### src/rtl/cart_bank_pkg.sv
package cart_bank_pkg;
  typedef struct packed {
    logic ldRamOn;    // enable key register
    logic ldRomBank;  // ROM page register
    logic ldRamBank;  // RAM page register
    logic ldMode;     // mode latch
    logic romLo;      // read of the fixed ROM window
    logic romHi;      // read of the switched ROM window
    logic ramRd;      // read of the external RAM window
    logic ramWr;      // write of the external RAM window
  } ctrl_strobe_t;
endpackage

### src/rtl/cart_bank_ctrl.sv
module cart_bank_ctrl
  import cart_bank_pkg::*;
(
  input  logic [15:0]  cpuAddr,
  input  logic         cpuWr,
  input  logic         cpuRd,
  output ctrl_strobe_t strobes
);
  logic [2:0] region;
  assign region = cpuAddr[15:13];

  always_comb begin
    strobes = '0;
    strobes.ldRamOn   = cpuWr && (region == 3'd0);
    strobes.ldRomBank = cpuWr && (region == 3'd1);
    strobes.ldRamBank = cpuWr && (region == 3'd2);
    strobes.ldMode    = cpuWr && (region == 3'd3);
    strobes.romLo     = cpuRd && (cpuAddr[15:14] == 2'b00);
    strobes.romHi     = cpuRd && (cpuAddr[15:14] == 2'b01);
    strobes.ramRd     = cpuRd && (region == 3'd5);
    strobes.ramWr     = cpuWr && (region == 3'd5);
  end
endmodule

### src/rtl/cart_bank_datapath.sv
module cart_bank_datapath
  import cart_bank_pkg::*;
#(
  parameter int BANK_W    = 5,
  parameter int RAM_SEL_W = 2,
  parameter int CNT_W     = 8,
  parameter int RCNT_W    = 3,
  localparam int ROM_AW   = BANK_W + 14,
  localparam int RAM_AW   = RAM_SEL_W + 13
) (
  input  logic              clk,
  input  logic              rstN,
  input  ctrl_strobe_t      strobes,
  input  logic [15:0]       cpuAddr,
  input  logic [7:0]        wrData,
  input  logic [CNT_W-1:0]  romBankCount,
  input  logic [RCNT_W-1:0] ramBankCount,
  output logic [ROM_AW-1:0] romAddr,
  output logic              romRdEn,
  output logic [RAM_AW-1:0] ramAddr,
  output logic              ramRdEn,
  output logic              ramWrEn,
  output logic              ramOn,
  output logic              altMode
);
  localparam int SZ_W = CNT_W + 1;

  logic [BANK_W-1:0]    romBank, rawField, maskedField, nextRomBank;
  logic [RAM_SEL_W-1:0] ramBank;
  logic [SZ_W-1:0]      romPages, pageMask, bankWide;
  logic                 ramSelOk, modeOk, inRange;

  assign romPages    = {romBankCount, 1'b0};
  assign pageMask    = romPages - SZ_W'(1);
  assign rawField    = wrData[BANK_W-1:0];
  assign maskedField = rawField & pageMask[BANK_W-1:0];
  assign nextRomBank = (maskedField == '0) ? BANK_W'(1) : maskedField;
  assign ramSelOk    = RCNT_W'(wrData[RAM_SEL_W-1:0]) < ramBankCount;
  assign modeOk      = !wrData[0] || (romBankCount <= CNT_W'(32));
  assign bankWide    = SZ_W'(romBank);
  assign inRange     = bankWide < romPages;

  always_ff @(posedge clk or negedge rstN) begin
    if (!rstN) begin
      ramOn   <= 1'b0;
      romBank <= BANK_W'(1);
      ramBank <= '0;
      altMode <= 1'b0;
    end else begin
      if (strobes.ldRamOn)   ramOn   <= (wrData[3:0] == 4'hA);
      if (strobes.ldRomBank) romBank <= nextRomBank;
      if (strobes.ldRamBank && ramSelOk) ramBank <= wrData[RAM_SEL_W-1:0];
      if (strobes.ldMode && modeOk) altMode <= wrData[0];
    end
  end

  always_comb begin
    if (cpuAddr[14]) romAddr = {romBank, cpuAddr[13:0]};
    else             romAddr = {{BANK_W{1'b0}}, cpuAddr[13:0]};
  end
  assign romRdEn = strobes.romLo || (strobes.romHi && inRange);
  assign ramAddr = {ramBank, cpuAddr[12:0]};
  assign ramRdEn = strobes.ramRd && ramOn;
  assign ramWrEn = strobes.ramWr && ramOn;

  assert_enable_key_R1: assert property (@(posedge clk) disable iff (!rstN)
    strobes.ldRamOn |=> (ramOn == ($past(wrData[3:0]) == 4'hA)));

  assert_bank_nonzero_R3: assert property (@(posedge clk) disable iff (!rstN)
    romBank != '0);

  assert_rambank_hold_R4: assert property (@(posedge clk) disable iff (!rstN)
    (strobes.ldRamBank && (RCNT_W'(wrData[RAM_SEL_W-1:0]) >= ramBankCount)) |=> $stable(ramBank));

  assert_lo_fixed_R5: assert property (@(posedge clk) disable iff (!rstN)
    strobes.romLo |-> (romRdEn && (romAddr[ROM_AW-1:14] == '0)));

  assert_mode_hold_R7: assert property (@(posedge clk) disable iff (!rstN)
    (strobes.ldMode && wrData[0] && (romBankCount > CNT_W'(32))) |=> $stable(altMode));

  assert_ram_gate_R8: assert property (@(posedge clk) disable iff (!rstN)
    (ramRdEn || ramWrEn) |-> ramOn);
endmodule

### src/rtl/cart_bank_mapper.sv
module cart_bank_mapper
  import cart_bank_pkg::*;
#(
  parameter bit WIDE_ROM_FIELD = 1'b0,
  localparam int BANK_W = WIDE_ROM_FIELD ? 7 : 5,
  localparam int ROM_AW = BANK_W + 14,
  localparam int RAM_AW = 15
) (
  input  logic              clk,
  input  logic              rstN,
  input  logic [15:0]       cpuAddr,
  input  logic [7:0]        cpuWrData,
  input  logic              cpuWr,
  input  logic              cpuRd,
  input  logic [7:0]        romBankCount,
  input  logic [2:0]        ramBankCount,
  output logic [ROM_AW-1:0] romAddr,
  output logic              romRdEn,
  output logic [RAM_AW-1:0] ramAddr,
  output logic              ramRdEn,
  output logic              ramWrEn,
  output logic              ramOn,
  output logic              altMode
);
  ctrl_strobe_t strobes;

  cart_bank_ctrl uCtrl (
    .cpuAddr(cpuAddr), .cpuWr(cpuWr), .cpuRd(cpuRd), .strobes(strobes)
  );

  cart_bank_datapath #(
    .BANK_W(BANK_W), .RAM_SEL_W(RAM_AW - 13), .CNT_W(8), .RCNT_W(3)
  ) uPath (
    .clk(clk), .rstN(rstN), .strobes(strobes), .cpuAddr(cpuAddr),
    .wrData(cpuWrData), .romBankCount(romBankCount), .ramBankCount(ramBankCount),
    .romAddr(romAddr), .romRdEn(romRdEn), .ramAddr(ramAddr),
    .ramRdEn(ramRdEn), .ramWrEn(ramWrEn), .ramOn(ramOn), .altMode(altMode)
  );
endmodule

### config.mk
export PLATFORM = sky130hd
export DESIGN_NAME = cart_bank_mapper
export DESIGN_NICKNAME = d
export VERILOG_FILES = /design/src/rtl/cart_bank_pkg.sv /design/src/rtl/cart_bank_ctrl.sv /design/src/rtl/cart_bank_datapath.sv /design/src/rtl/cart_bank_mapper.sv
export SDC_FILE = /design/constraint.sdc
export NUM_CORES = 1
export LEC_CHECK = 0
export BUFFER_PORTS_ARGS = -buffer_cell sky130_fd_sc_hd__buf_2
export CAP_MARGIN = 10
export CORE_UTILIZATION = 33
export DETAILED_ROUTE_END_ITERATION = 12
export PLACE_DENSITY = 0.81
export SLEW_MARGIN = 20
export SYNTH_ARGS = -nofsm -noshare
export SYNTH_HDL_FRONTEND = slang
export SYNTH_SLANG_ARGS = --single-unit
### constraint.sdc
create_clock -name clk -period 1.1 [get_ports clk]
set_input_delay 0.11 -clock clk [delete_from_list [all_inputs] [get_ports clk]]
set_output_delay 0.11 -clock clk [all_outputs]
set_load 0.01 [all_outputs]
# Word level (Yosys, flattened, before mapping)
# Index checks and enable logic that the tools add are counted.
# word_totals
regBits	9
input_bits	39
word_cells	36
output_inout_bits	39
# classes
order_cmp	3
n_eq_ne	6
n_reduce_logical	19
n_mux	2
n_bitwise	1
add_sub_neg	1
# ops
cell	n
$mux 19	1
$logic_and 1x1->1	13
$lt 5x9->1	1
$le 8x6->1 const B	1
$eq 3x2->1 const B	2
$and 5x5->5	1
$logic_not 5->1	1
$mux 5	1
$sub 5x1->5 const B	1
$eq 4x4->1 const B	1
$eq 3x1->1 const B	1
$eq 3x3->1 const B	1
$logic_not 3->1	1
$lt 2x3->1	1
$eq 2x1->1 const B	1
$logic_not 2->1	1
$logic_or 1x1->1	2
$logic_not 1->1	1

# Depth between registers and ports, before layout
# logic_depth
word_depth	4
mapped_depth	6
depth_no_buf	6

# By module
# Synthesis repeated with hierarchy kept, for this count alone.
# hier_totals
hier_cells	102
hier_area_um2	928.4
# modules_own_cells
mod	area_per_inst_um2	n_inst	cells_per_inst	seq_area_each_um2
cart_bank_datapath	837.1	1	94	226.5
cart_bank_ctrl	91.3	1	8	0.0

# Worst setup path after synthesis
# No wires, ideal clock.
# synth_timing
path_kind	input port to flip-flop
from	input port romBankCount[0]
to	register uPath.altMode
setup_ns	0.065
setup_slack_ns	-0.237
required_ns	1.035
cell_stages	5
t_arrival_ns	1.272
path_cell_list	inv_1 ha_1 or4b_1 a2111oi_2 o22a_1
# synth_between
elab_chain_cells	3
# synth_rtl
element	line	source
start, declared	cart_bank_mapper.sv:15	input logic [7:0] romBankCount,
$le 8x6->1	cart_bank_datapath.sv:39	assign modeOk = !wrData[0] || (romBankCount <= CNT_W'(32));
$logic_or 1x1->1	cart_bank_datapath.sv:39	
$logic_and 1x1->1	cart_bank_datapath.sv:53	if (strobes.ldMode && modeOk) altMode <= wrData[0];
end signal, assigned	cart_bank_datapath.sv:53	
end, declared	cart_bank_datapath.sv:24	output logic altMode
# No other way between the ends.
# A chain may end at the register's enable or synchronous reset.

# Worst setup path after layout
# layout_timing
from	register uPath.romBank[2]
to	output port romRdEn
# layout_between
elab_chain_cells	3
# layout_rtl
element	line	source
start, declared	cart_bank_datapath.sv:28	logic [BANK_W-1:0] romBank, rawField, maskedField, nextRomBank;
start signal, assigned	cart_bank_datapath.sv:51	if (strobes.ldRomBank) romBank <= nextRomBank;
$lt 5x9->1	cart_bank_datapath.sv:41	assign inRange = bankWide < romPages;
$logic_and 1x1->1	cart_bank_datapath.sv:61	assign romRdEn = strobes.romLo || (strobes.romHi && inRange);
$logic_or 1x1->1	cart_bank_datapath.sv:61	
end, declared	cart_bank_mapper.sv:18	output logic romRdEn,
# No other way between the ends.

==> qor.tcl <==
set qor(run_status) {complete, but fails checks}
set qor(violated_checks) {negative setup slack}
set qor(synth_enable_flop_cells) 0
set qor(avg_cell_area_syn_sq_um) 8.82
set qor(grt_max_degree) 11
set qor(netlist_instances) 97
set qor(grt.total_usage_pct) 15.7
set qor(path_cells) {ha_4 -> a211oi_2 -> o21bai_1 -> a31oi_1 -> buf_2}
set qor(worst_setup_path_start_kind) {flop}
set qor(rows) 18
set qor(setup-violations-final) 9
set qor(remaining_routing_drc_violations) 0
set qor(p_leak_nw) 0.563
set qor(die_area_sq_mm) 0.00280
set qor(max_cap_viol_count) 0
set qor(finalWeightedCongestion) 0.810
set qor(placedInstanceArea_sq_mm) 0.00100
set qor(grt_pass1_wl_microns) 3170
set qor(final_net_count) 170
set qor(grt_setup_unrepaired) {yes}
set qor(fillCellCount) 233
set qor(timing.clock.skew_ns) 0
set qor(postRouteWirelength_microns) 1990
set qor(relSlewSlack_pct) 82.7
set qor(avgViaCountPerCell) 4.67
set qor(synthArstFlopShare_pct) 100
set qor(syn_to_final_growth_pct) 32.2
set qor(synth_adder_area_share_pct) 8.77
set qor(hold_viol) 0
set qor(place.port_buffers) 35
set qor(seq_area_frac_synth_pct) 26.5
set qor(tns_ns) -1.06
set qor(portion_of_netlist_area_occupied_by_mux_cells_pct) 5.26
set qor(place.detailed.hpwl_microns) 1600
set qor(finalHoldWorstSlack_ns) 0.162
set qor(yosys_register_bits) 9
set qor(detail_route.iter0.violations) 9
set qor(critical_path.n_buffers_inverters) 1
set qor(cts_htree_levels) 1
set qor(synth_area_in_compound_gates_pct) 12.6
set qor(max_stage_delay_ns) 0.41
set qor(kind_of_capture_point_of_the_worst_setup_path) {primary output}
set qor(netlist_area_sq_um) 856
set qor(worst-endpoint-arrival_ns) 1.52
set qor(cts_tree) {yes}
set qor(insertedDiodeCount) 0
set qor(post_route_ant_nets) 0
set qor(start_util_pct) 34.9
set qor(floorplan.die.width_microns) 52.9
set qor(synth_top_family_by_area) {buffers and inverters}
set qor(cts_max_path_bufs) 2
set qor(fp.coreArea_sq_mm) 0.00245
set qor(worst_setup_hold_path_clk_slew_ns) 0.06
set qor(crit_required_ns) 0.99
set qor(worst_ir_drop_vdd_v) 0.000680
set qor(routed_wire_length_per_instance_microns) 12.9
set qor(setup_slack_ns) -0.533
set qor(worst-slew-pin-transition_ns) 0.259
set qor(final_min_period_over_clock_period_pct) 148
set qor(worstSetupPathType) {reg -> out}
set qor(cts-buffers-inserted) 3
set qor(post_synth_xor_area_fraction_pct) 1.02
set qor(clock_latency_ns) 0.25
set qor(synthesis_warning_total) 0
set qor(hp-class) {in -> reg}
set qor(grt_pass1_vias) 742
set qor(worst_path_dominant_cell_family) {compound AO/OA/AOI/OAI gates}
set qor(synth_simple_gate_area_share_pct) 19.4
set qor(min_period_ns) 1.63
set qor(detailedRoute.firstPassIterationCount) 4
set qor(fin_area_sq_mm) 0.00113
set qor(cp_max_fo) 2
set qor(vertical_die_dimension_microns) 52.9
set qor(netlist-cell-type-count) 29
set qor(route.vias.total) 719
set qor(grt-ovfl-total) 0
set qor(synth_ff_type) {dfrtp_1}
set qor(pins_over_their_slew_limit) 0
set qor(slowest_cell_on_the_critical_path) {dfrtp_1}
set qor(power_density_mw_per_mm2) 1020
set qor(final_layout_size_suffix_gt1_share_pct) 56.5
set qor(grt_antenna_before_repair) 0
set qor(cts_sinks) 9
set qor(fmax_ghz) 0.612
set qor(clock-root-buffer) {clkbuf_4}
set qor(io-pin-count) 78
set qor(synth.net_count) 142
logic make-up (layout without fill, tap and decap cells):
| group | count (synthesis) | after routing |
|---|---|---|
| simple gates | 29 | 29 |
| compound gates | 15 | 15 |
| fa+ha+maj | 6 | 6 |
| xor+xnor | 1 | 1 |
| flops | 9 | 9 |
| buf+inv | 33 | 60 |
| mux | 4 | 4 |
report_power, final:
group          switching, mW  internal (mW)  leakage [nW]
sequential            0.0401          0.397         0.114
combinational          0.201          0.269         0.433
clock                  0.108          0.139        0.0150
synth_stat cells (2+ instances only):
library cell,count,area share [%]
nand2_1,7,3.1
inv_1,5,2.2
o21ai_0,6,3.5
nor4_1,2,1.5
ha_1,6,8.8
mux2_2,4,5.3
buf_4,27,24
nor2b_1,2,1.5
and2_1,7,5.1
dfrtp_1,8,23
nand2b_1,5,3.7
tightest hold or removal path, cell delays in order:
cell      delay (ns)
buf_2           0.10
nand2b_1        0.08
o21ai_0         0.08
state kept, by name, indices dropped and copies added (netlist names):
name,flops
uPath.altMode,1
uPath.ramBank,2
uPath.ramOn,1
uPath.romBank,5
final timing paths:
path                                       start  slack, ns  cells past startpoint                to
worst max-delay path            uPath.romBank[2]      -0.53                      5           romRdEn
worst min-delay path                cpuWrData[2]       0.16                      3  uPath.romBank[2]
worst max register to register  uPath.romBank[4]       0.21                      4  uPath.romBank[4]
worst min register to register  uPath.ramBank[1]       0.53                      1  uPath.ramBank[1]
max in group asynchronous                   rstN       0.60                      2  uPath.romBank[0]
min in group asynchronous                   rstN       0.25                      2  uPath.romBank[2]
layout make-up:
class	count	area (sq um)	share of cell area, %
clock buffer	4	26.3	2.32
inverter	5	33.8	2.99
multi-input combinational	55	468	41.4
sequential	9	226	20.0
tap	30	37.5	3.32
timing repair buffer	51	339	30.0
stage by stage:
| stage | total power [mW] | setup WS (ns) | util [%] | std cells |
|---|---|---|---|---|
| final | 1.15 | -0.533 | 46.1 | 154 |
| after global routing | 1.24 | -0.597 | 46.1 | 154 |
| after CTS | 1.16 | -0.524 | 45.7 | 154 |
| after detailed placement | 0.830 | -0.303 | 40.9 | 145 |
| after global placement | 0.806 | -0.272 | 40.9 | 145 |
| after floorplan | 0.714 | -0.127 | - | 97 |
metal layers:
layer / vias to the layer above / global-route usage (%) / routed length, microns
met4: 0 / 8.33 / 5
met1: 331 / 17.0 / 721
li1: 361 / - / -
met3: 2 / 2.87 / 144
met5: - / 0 / 0
met2: 25 / 28.5 / 1120
cells in the final DEF, fill, tap and decap left out, types with 2 or more instances in the layout:
master,count
and2_1,6
nand2b_1,5
inv_1,2
nor4_1,2
nor2b_1,2
clkbuf_4,3
o21ai_1,2
inv_6,3
buf_2,32
nand2_1,7
ha_1,3
buf_6,7
dfrtp_1,8
buf_4,10
mux2_2,4
o21ai_0,4
ha_4,3
repair_timing:
action | 4_1_cts | 5_1_grt
endpoints found under the setup margin | 9 | 10
pin swaps | 5 | 0
gates resized for setup | 13 | 4
hold endpoints to repair | 9 | 0
setup buffers | 4 | 0
hold buffers | 1 | 0
No activity file was read; power rests on OpenSTA's default activity.
